<file path="config.mk">
export PLATFORM = sky130hd
export DESIGN_NAME = uart_rx_core
export DESIGN_NICKNAME = d
export VERILOG_FILES = /design/src/rtl/uart_rx_pkg.sv /design/src/rtl/uart_rx_sync.sv /design/src/rtl/uart_rx_frame.sv /design/src/rtl/uart_rx_hold.sv /design/src/rtl/uart_rx_core.sv
export SDC_FILE = /design/constraint.sdc
export NUM_CORES = 1
export LEC_CHECK = 0
export BUFFER_PORTS_ARGS = -buffer_cell sky130_fd_sc_hd__clkbuf_2
export CORE_MARGIN = 5
export CORE_UTILIZATION = 35
export DETAILED_ROUTE_END_ITERATION = 7
export HOLD_SLACK_MARGIN = 0.06
export PLACE_DENSITY_LB_ADDON = 0.1
export SLEW_MARGIN = 20
export SYNTH_ARGS = -nofsm -noshare
export SYNTH_HDL_FRONTEND = slang
export SYNTH_HIERARCHICAL = 1
export SYNTH_SLANG_ARGS = --single-unit
</file>
<file path="constraint.sdc">
create_clock -name clk_i -period 2.1 [get_ports clk_i]
set_input_delay 0.63 -clock clk_i [delete_from_list [all_inputs] [get_ports clk_i]]
set_output_delay 0.63 -clock clk_i [all_outputs]
set_load 0.01 [all_outputs]
</file>
<file path="src/rtl/uart_rx_pkg.sv">
package uart_rx_pkg;
  localparam int CHAR_W = 8;

  localparam logic [1:0] PM_EVEN = 2'd1;
  localparam logic [1:0] PM_ODD  = 2'd2;

  typedef enum logic [2:0] {
    ST_IDLE,
    ST_START,
    ST_DATA,
    ST_PAR,
    ST_STOP,
    ST_REARM
  } rx_state_e;

  typedef struct packed {
    logic [CHAR_W-1:0] data;
    logic              perr;
    logic              ferr;
    logic              brk;
  } rx_char_t;
endpackage

</file>
<file path="src/rtl/uart_rx_sync.sv">
module uart_rx_sync #(
  parameter int   STAGES  = 2,
  parameter logic RST_VAL = 1'b1
) (
  input  logic clk_i,
  input  logic rst_ni,
  input  logic d_i,
  output logic q_o
);
  logic [STAGES-1:0] sr_q;

  always_ff @(posedge clk_i or negedge rst_ni) begin
    if (!rst_ni) sr_q <= {STAGES{RST_VAL}};
    else         sr_q <= {sr_q[STAGES-2:0], d_i};
  end

  assign q_o = sr_q[STAGES-1];
endmodule

</file>
<file path="src/rtl/uart_rx_frame.sv">
module uart_rx_frame
  import uart_rx_pkg::*;
#(
  parameter int OSR = 16
) (
  input  logic       clk_i,
  input  logic       rst_ni,
  input  logic       tick_i,
  input  logic       rx_i,
  input  logic [1:0] len_sel_i,
  input  logic [1:0] par_mode_i,
  output logic       done_o,
  output rx_char_t   char_o
);
  localparam int CNT_W = $clog2(OSR);
  localparam logic [CNT_W-1:0] BIT_LAST  = CNT_W'(OSR - 1);
  localparam logic [CNT_W-1:0] HALF_LAST = CNT_W'(OSR / 2 - 1);

  rx_state_e         state_q;
  logic [CNT_W-1:0]  cnt_q;
  logic [2:0]        idx_q;
  logic [CHAR_W-1:0] shreg_q;
  logic              pbit_q;
  logic              armed_q;

  logic       par_en;
  logic [2:0] last_idx;
  logic       bit_mid;

  assign par_en   = (par_mode_i == PM_EVEN) || (par_mode_i == PM_ODD);
  assign last_idx = {1'b1, len_sel_i};  // 5..8 bits -> index 4..7
  assign bit_mid  = tick_i && (cnt_q == BIT_LAST);

  assign done_o      = (state_q == ST_STOP) && bit_mid;
  assign char_o.data = shreg_q;
  assign char_o.ferr = !rx_i;
  assign char_o.brk  = !rx_i && (shreg_q == '0) && (!par_en || !pbit_q);
  assign char_o.perr = par_en && ((^{shreg_q, pbit_q}) != (par_mode_i == PM_ODD));

  always_ff @(posedge clk_i or negedge rst_ni) begin
    if (!rst_ni) begin
      state_q <= ST_IDLE;
      cnt_q   <= '0;
      idx_q   <= '0;
      shreg_q <= '0;
      pbit_q  <= 1'b0;
      armed_q <= 1'b0;
    end else if (tick_i) begin
      cnt_q <= cnt_q + 1'b1;
      unique case (state_q)
        ST_IDLE: begin
          cnt_q <= '0;
          if (rx_i)         armed_q <= 1'b1;
          else if (armed_q) state_q <= ST_START;
        end
        ST_START: begin
          if (rx_i) begin
            state_q <= ST_IDLE;  // glitch: search again
            cnt_q   <= '0;
          end else if (cnt_q == HALF_LAST) begin
            state_q <= ST_DATA;
            cnt_q   <= '0;
            idx_q   <= '0;
            shreg_q <= '0;
            pbit_q  <= 1'b0;
          end
        end
        ST_DATA: begin
          if (cnt_q == BIT_LAST) begin
            cnt_q          <= '0;
            shreg_q[idx_q] <= rx_i;
            idx_q          <= idx_q + 1'b1;
            if (idx_q == last_idx) state_q <= par_en ? ST_PAR : ST_STOP;
          end
        end
        ST_PAR: begin
          if (cnt_q == BIT_LAST) begin
            cnt_q   <= '0;
            pbit_q  <= rx_i;
            state_q <= ST_STOP;
          end
        end
        ST_STOP: begin
          if (cnt_q == BIT_LAST) begin
            cnt_q <= '0;
            if (rx_i) begin
              state_q <= ST_IDLE;
              armed_q <= 1'b1;
            end else if (|shreg_q) begin
              state_q <= ST_REARM;
            end else begin
              state_q <= ST_IDLE;  // break: wait for line high
              armed_q <= 1'b0;
            end
          end
        end
        ST_REARM: begin
          if (cnt_q == HALF_LAST) begin
            cnt_q <= '0;
            if (rx_i) begin
              state_q <= ST_IDLE;
              armed_q <= 1'b1;
            end else begin
              state_q <= ST_START;
            end
          end
        end
        default: state_q <= ST_IDLE;
      endcase
    end
  end
endmodule

</file>
<file path="src/rtl/uart_rx_hold.sv">
module uart_rx_hold
  import uart_rx_pkg::*;
(
  input  logic              clk_i,
  input  logic              rst_ni,
  input  logic              load_i,
  input  rx_char_t          char_i,
  input  logic              rd_i,
  input  logic              clr_i,
  output logic [CHAR_W-1:0] data_o,
  output logic              ready_o,
  output logic              perr_o,
  output logic              ferr_o,
  output logic              brk_o,
  output logic              ovr_o
);
  rx_char_t held_q;
  logic     ready_q;
  logic     ovr_q;
  logic     slot_free;

  assign slot_free = !ready_q || rd_i;

  always_ff @(posedge clk_i or negedge rst_ni) begin
    if (!rst_ni) begin
      held_q  <= '0;
      ready_q <= 1'b0;
      ovr_q   <= 1'b0;
    end else begin
      if (rd_i) begin
        ready_q     <= 1'b0;
        held_q.perr <= 1'b0;
        held_q.ferr <= 1'b0;
        held_q.brk  <= 1'b0;
      end
      if (clr_i) ovr_q <= 1'b0;
      if (load_i) begin
        if (slot_free) begin
          held_q  <= char_i;
          ready_q <= 1'b1;
        end else begin
          ovr_q <= 1'b1;
        end
      end
    end
  end

  assign data_o  = held_q.data;
  assign ready_o = ready_q;
  assign perr_o  = held_q.perr & ready_q;
  assign ferr_o  = held_q.ferr & ready_q;
  assign brk_o   = held_q.brk & ready_q;
  assign ovr_o   = ovr_q;
endmodule

</file>
<file path="src/rtl/uart_rx_core.sv">
module uart_rx_core
  import uart_rx_pkg::*;
#(
  parameter int OSR         = 16,
  parameter int SYNC_STAGES = 2
) (
  input  logic       clk_i,
  input  logic       rst_ni,
  input  logic       tick_i,
  input  logic       rxd_i,
  input  logic [1:0] len_sel_i,
  input  logic [1:0] par_mode_i,
  input  logic       rd_i,
  input  logic       err_clr_i,
  output logic [7:0] data_o,
  output logic       ready_o,
  output logic       perr_o,
  output logic       ferr_o,
  output logic       brk_o,
  output logic       ovr_o,
  output logic       rts_o
);
  logic     rx_s;
  logic     char_done;
  rx_char_t char_w;

  uart_rx_sync #(.STAGES(SYNC_STAGES), .RST_VAL(1'b1)) u_sync (
    .clk_i (clk_i),
    .rst_ni(rst_ni),
    .d_i   (rxd_i),
    .q_o   (rx_s)
  );

  uart_rx_frame #(.OSR(OSR)) u_frame (
    .clk_i     (clk_i),
    .rst_ni    (rst_ni),
    .tick_i    (tick_i),
    .rx_i      (rx_s),
    .len_sel_i (len_sel_i),
    .par_mode_i(par_mode_i),
    .done_o    (char_done),
    .char_o    (char_w)
  );

  uart_rx_hold u_hold (
    .clk_i  (clk_i),
    .rst_ni (rst_ni),
    .load_i (char_done),
    .char_i (char_w),
    .rd_i   (rd_i),
    .clr_i  (err_clr_i),
    .data_o (data_o),
    .ready_o(ready_o),
    .perr_o (perr_o),
    .ferr_o (ferr_o),
    .brk_o  (brk_o),
    .ovr_o  (ovr_o)
  );

  assign rts_o = !ovr_o;
endmodule

</file>
# Yosys cells after proc, flatten, opt, wreduce, memory -nomap -nowiden
# Index checks and enable logic that the tools add are counted.
# Widths: inputs -> output; s select.
# totals
in_bits	10
output_inout_bits	14
wordCells	117
regBits	35
# op_classes
magnitude_cmp	2
eq_ne	22
reduce_logical	27
muxes	48
add_sub_neg	2
bitwise_logic	3
# op_table
cell	count
$mux 3	18
$mux 8	3
$pmux 3 s6	1
$mux 1	16
$pmux 4 s4	1
$pmux 8 s2	1
$reduce_and 5->1	3
$mux 4	3
$ne 2x1->1 const B	6
$reduce_and 9->1	1
$reduce_xor 9->1	1
$bwmux 8	1
$logic_not 8->1	1
$reduce_or 8->1	1
$eq 3x2->1 const B	2
$eq 3x3->1 const B	2
$logic_and 1x1->1	6
$ne 2x2->1 const B	3
$pmux 3 s2	1
$logic_not 1->1	5
$add 4x1->4 const B	1
$eq 4x3->1 const B	1
$eq 4x4->1 const B	1
$lt 3x4->1 const B	1
other kinds (19)	24

# Longest topological paths before layout
# logic_depth
ltp_word	7
ltp_mapped	8
ltp_nobuf	8

# Cells and area by module
# Netlist, hierarchy kept.
# by_module_without_submodules
module	cells_each	area_each_um2	n_inst
uart_rx_frame	160	1396.3	1
uart_rx_hold	44	599.3	1
uart_rx_sync	2	52.6	1
uart_rx_core	1	3.8	1

# Least setup slack after synthesis
# OpenSTA, ideal clock, no wires.
# synth_timing
path_type	register -> register
start	register u_frame.cnt_q[0]
end	register u_frame.state_q[1]
required_time_ps	1975
slack_ps	179
path_buffers	0
arrival_ps	1796
path_stages_with_launch	7
path_cell_list	dfrtp_1 -> ha_1 -> and3b_1 -> o41a_1 -> o41a_2 -> nor2b_4 -> mux2_4
# synth_via
elab_chain_len	3
elab_cells_between_ends	8
cone_classes	eq/ne (7); reduce/logical (1)
# synth_rtl
element	line_no	text
start: declaration	uart_rx_frame.sv:20	logic [CNT_W-1:0] cnt_q;
start signal: assignment	uart_rx_frame.sv:49	cnt_q <= cnt_q + 1'b1;
$eq 4x3->1 or $eq 4x4->1 (tied branches)	-	
$ne 3x2->1 (no source line) (tied with other cells)	-	
$reduce_and 9->1 (no source line) (*)	-	
end signal: assignment	uart_rx_frame.sv:73	if (idx_q == last_idx) state_q <= par_en ? ST_PAR : ST_STOP;
end: declaration	uart_rx_frame.sv:19	rx_state_e state_q;
# Every way passes the cells marked *; elsewhere a longest branch is shown, timed or not.
# A chain may end at the register's enable or synchronous reset.

# Final worst setup path
# Same ends and word-level chain as after synthesis.

==> results.ini <==
[clocking]
cts-resized-gates = 0
cts_max_path_buffers = 2
cts_root_buf = clkbuf_8
clk_pin_slew_ps = 80
cts_max_level = 2
post_cts_buffers = 0
cts-hold-fix-buffers = 0
cts_buffers = 5
cts_tree = yes
cts.sinks = 35
clkLatencyLatePin_ps = 280

[synthesis]
synth.distinct_cells = 50
synth_xor_area_share_pct = 5.55
synth_nets = 220
syn_avg_cell_area_sq_um = 9.91
yosysSeqAreaShare_pct = 42.8
synth_top_family_by_area = simple AND/OR/NAND/NOR gates
synthAdderAreaFrac_pct = 1.83
syn_area_sq_um = 2050
synthCells = 207
async_flop_share_pct = 100
yosys.area_share.simple_pct = 17.1
synthFlopType = dfrtp_1
yosysWarnings = 6
synth_compound_area_share_pct = 16.0
synth.area.mux_share_pct = 8.84
ys_ff_latch = 35
synth_edf_count = 0

[worst_setup_path]
reg2reg_slack_ps = 90
critPathKind = flip-flop to flip-flop
start_kind = flip-flop
endpoint_kind = flip-flop
path_buf_inv = 0
critical-path-top-delay-family = compound AO/OA/AOI/OAI gates
startpoint = u_frame/cnt_q[0]
slowest_delay_ps = 410
crit_path_cell_trace = ha_1 -> and3b_1 -> o41a_1 -> o41a_2 -> nor2b_4 -> mux2_4
slowest_stage = dfrtp_1
worstPathRequired_ps = 2280
critPathMaxFanout = 6
r2r_start = u_frame/cnt_q[0]
crit_arrival_ps = 2190

[sta]
min_period_ps = 2010
max_freq_mhz = 497
finalClockSkew_ps = 5.26
tns_ps = 0
rsz0062_at_grt = no
tightest_slew_ps = 461
drv_slew = 0
fin_crit_sh_pct = 95.8
hold_viol_final = 0
slew_headroom_pct = 69.2
fin_hold_ws_ps = 358
setup_violations = 0
worst_slack_ps = 88.0

[global_routing]
grt_first_pass_wirelength_um = 8020
grt_pass1_vias = 1655
grt_overflow = 0
track_usage_pct = 13.8
grt_max_degree = 36
antenna_found_initial = 0

[placement]
placed_cells = 295
place_area_sq_um = 2230
numPortBuffers = 23
dp_slack_ps = 99.8
dp_hpwl_um = 3490
gp_congestion = 0.825

[routing]
routedWlPerCell_um = 15.8
antenna_left = 0
vias = 1574
dr.pass1.iters = 4
routed_wl_um = 4770
route.detailed.drc = 0
vias_per_cell = 5.19
drt-initial-drc-count = 27

[finish]
instances_no_fill = 303
layout-area-overhead-vs-synth_pct = 13.0
n_antenna_cell = 0
postLayoutCellArea_sq_um = 2320
drive_gt1_share_pct = 27.3
nFillCells = 596
layout.nets = 243

[floorplan]
die_x_um = 86.6
core_region_area_sq_um = 5610
initial_utilization_pct = 36.6
boundaryPins = 24
fp.dieArea_sq_um = 7490
die_h_um = 86.6
num_rows = 27

[power_and_ir_drop]
peakVddDrop_mv = 0.332
leakagePower_nw = 1.04
powerDensity_nw_per_um2 = 827

[hold_path]
hp-class = flip-flop to flip-flop
holdCritStartpoint = u_sync/sr_q[0]

[job]
drv_cap = 0

[outcome]
outcome = completed

## through the flow
stage,total power [mW],utilization [%]
2_1_floorplan,1.24,-
3_5_place_dp,1.44,39.8
3_3_place_gp,1.45,39.8
5_1_grt,2.05,41.3
6_report,1.92,41.3
4_1_cts,1.93,41.3
## where the power goes
| group | switching (mW) | internal (mW) |
|---|---|---|
| Combinational | 0.315 | 0.270 |
| Sequential | 0.102 | 0.745 |
| Clock | 0.252 | 0.232 |
## path summary, 6_finish.rpt
check                      cells past startpoint                 end
hold reg to reg                                0      u_sync/sr_q[1]
hold / removal                                 0      u_sync/sr_q[1]
setup reg to reg                               6  u_frame/state_q[1]
max in group asynchronous                      2      u_sync/sr_q[1]
setup / recovery                               6  u_frame/state_q[1]
min in group asynchronous                      2      u_hold/ready_o
## logic make-up (layout without fill, tap and decap cells)
family	Yosys count	after routing
and+or+nand+nor	61	61
DFF	35	35
muxes	14	14
xor gates and xnor gates	13	13
buffers and inverters	32	56
adders and majority gates	3	3
AOI/OAI and AO/OA	49	49
## Yosys cell counts, types with 3 or more instances
cell	n	area, sq um
a21oi_1	6	30.0
a22o_1	4	35.0
and2_1	3	18.8
buf_2	4	20.0
buf_4	8	60.1
clkbuf_1	6	22.5
dfrtp_1	33	826
ha_1	3	37.5
inv_1	13	48.8
mux2_4	8	120
mux2i_1	5	50.1
nand2_1	13	48.8
nand2b_1	4	25.0
nand3_1	6	30.0
nand4_1	4	25.0
nor2_1	9	33.8
nor2b_1	5	31.3
nor3_2	3	30.0
nor4_1	3	18.8
o21a_1	3	22.5
o21ai_0	7	35.0
o21ai_1	12	60.1
o31ai_1	3	22.5
xnor2_1	11	96.3
## sequential cells by signal, summed over array words and instances, names as in the netlist
name	cells
u_frame/shreg_q	8
u_hold/data_o	8
u_sync/sr_q	2
u_hold/ready_o	1
u_hold/ovr_o	1
u_frame/armed_q	1
u_frame/idx_q	3
u_frame/state_q	3
u_frame/cnt_q	4
u_hold/held_q	3
u_frame/pbit_q	1
## placed cells by master, fill, tap and decap left out, types with 2 or more instances in the layout
cell      Yosys  layout
nor3_1        2       2
clkbuf_8      0       5
o21ai_0       7       7
nand3_1       6       6
o31ai_1       3       3
o21ai_1      12      12
and3_2        2       2
nand2_1      13      13
mux2i_1       5       5
nor2b_1       5       5
and2_1        3       3
dfrtp_1      33      33
nor2_1        9       9
dfstp_2       2       2
ha_1          3       3
nor4_1        3       3
a311oi_1      2       2
inv_1        13      13
nand4_1       4       4
xor2_1        2       2
mux2_4        8       8
o21a_1        3       3
a21oi_1       6       6
a22o_1        4       4
nor3_2        3       3
clkbuf_2      0      23
xnor2_1      11      11
buf_4         8      12
nand2b_1      4       4
## area by class of cell
type,instances,area (sq um),share of cell area (%)
Clock buffer,6,72.6,3.13
Clock inverter,2,12.5,0.540
Inverter,13,48.8,2.10
Multi-Input combinational cell,140,1010,43.6
Sequential cell,35,878,37.9
Tap cell,72,90.1,3.89
Timing Repair Buffer,35,205,8.85
## routing by layer
metal	GRT usage, %	part of all wire [%]	vias to the layer above
met5	0	0	-
met4	5.95	2.2	0
met3	3.14	3.2	8
met2	23.4	47	24
met1	16.7	48	779
li1	-	-	763
Note: power is estimated with default switching activity, not from simulation.
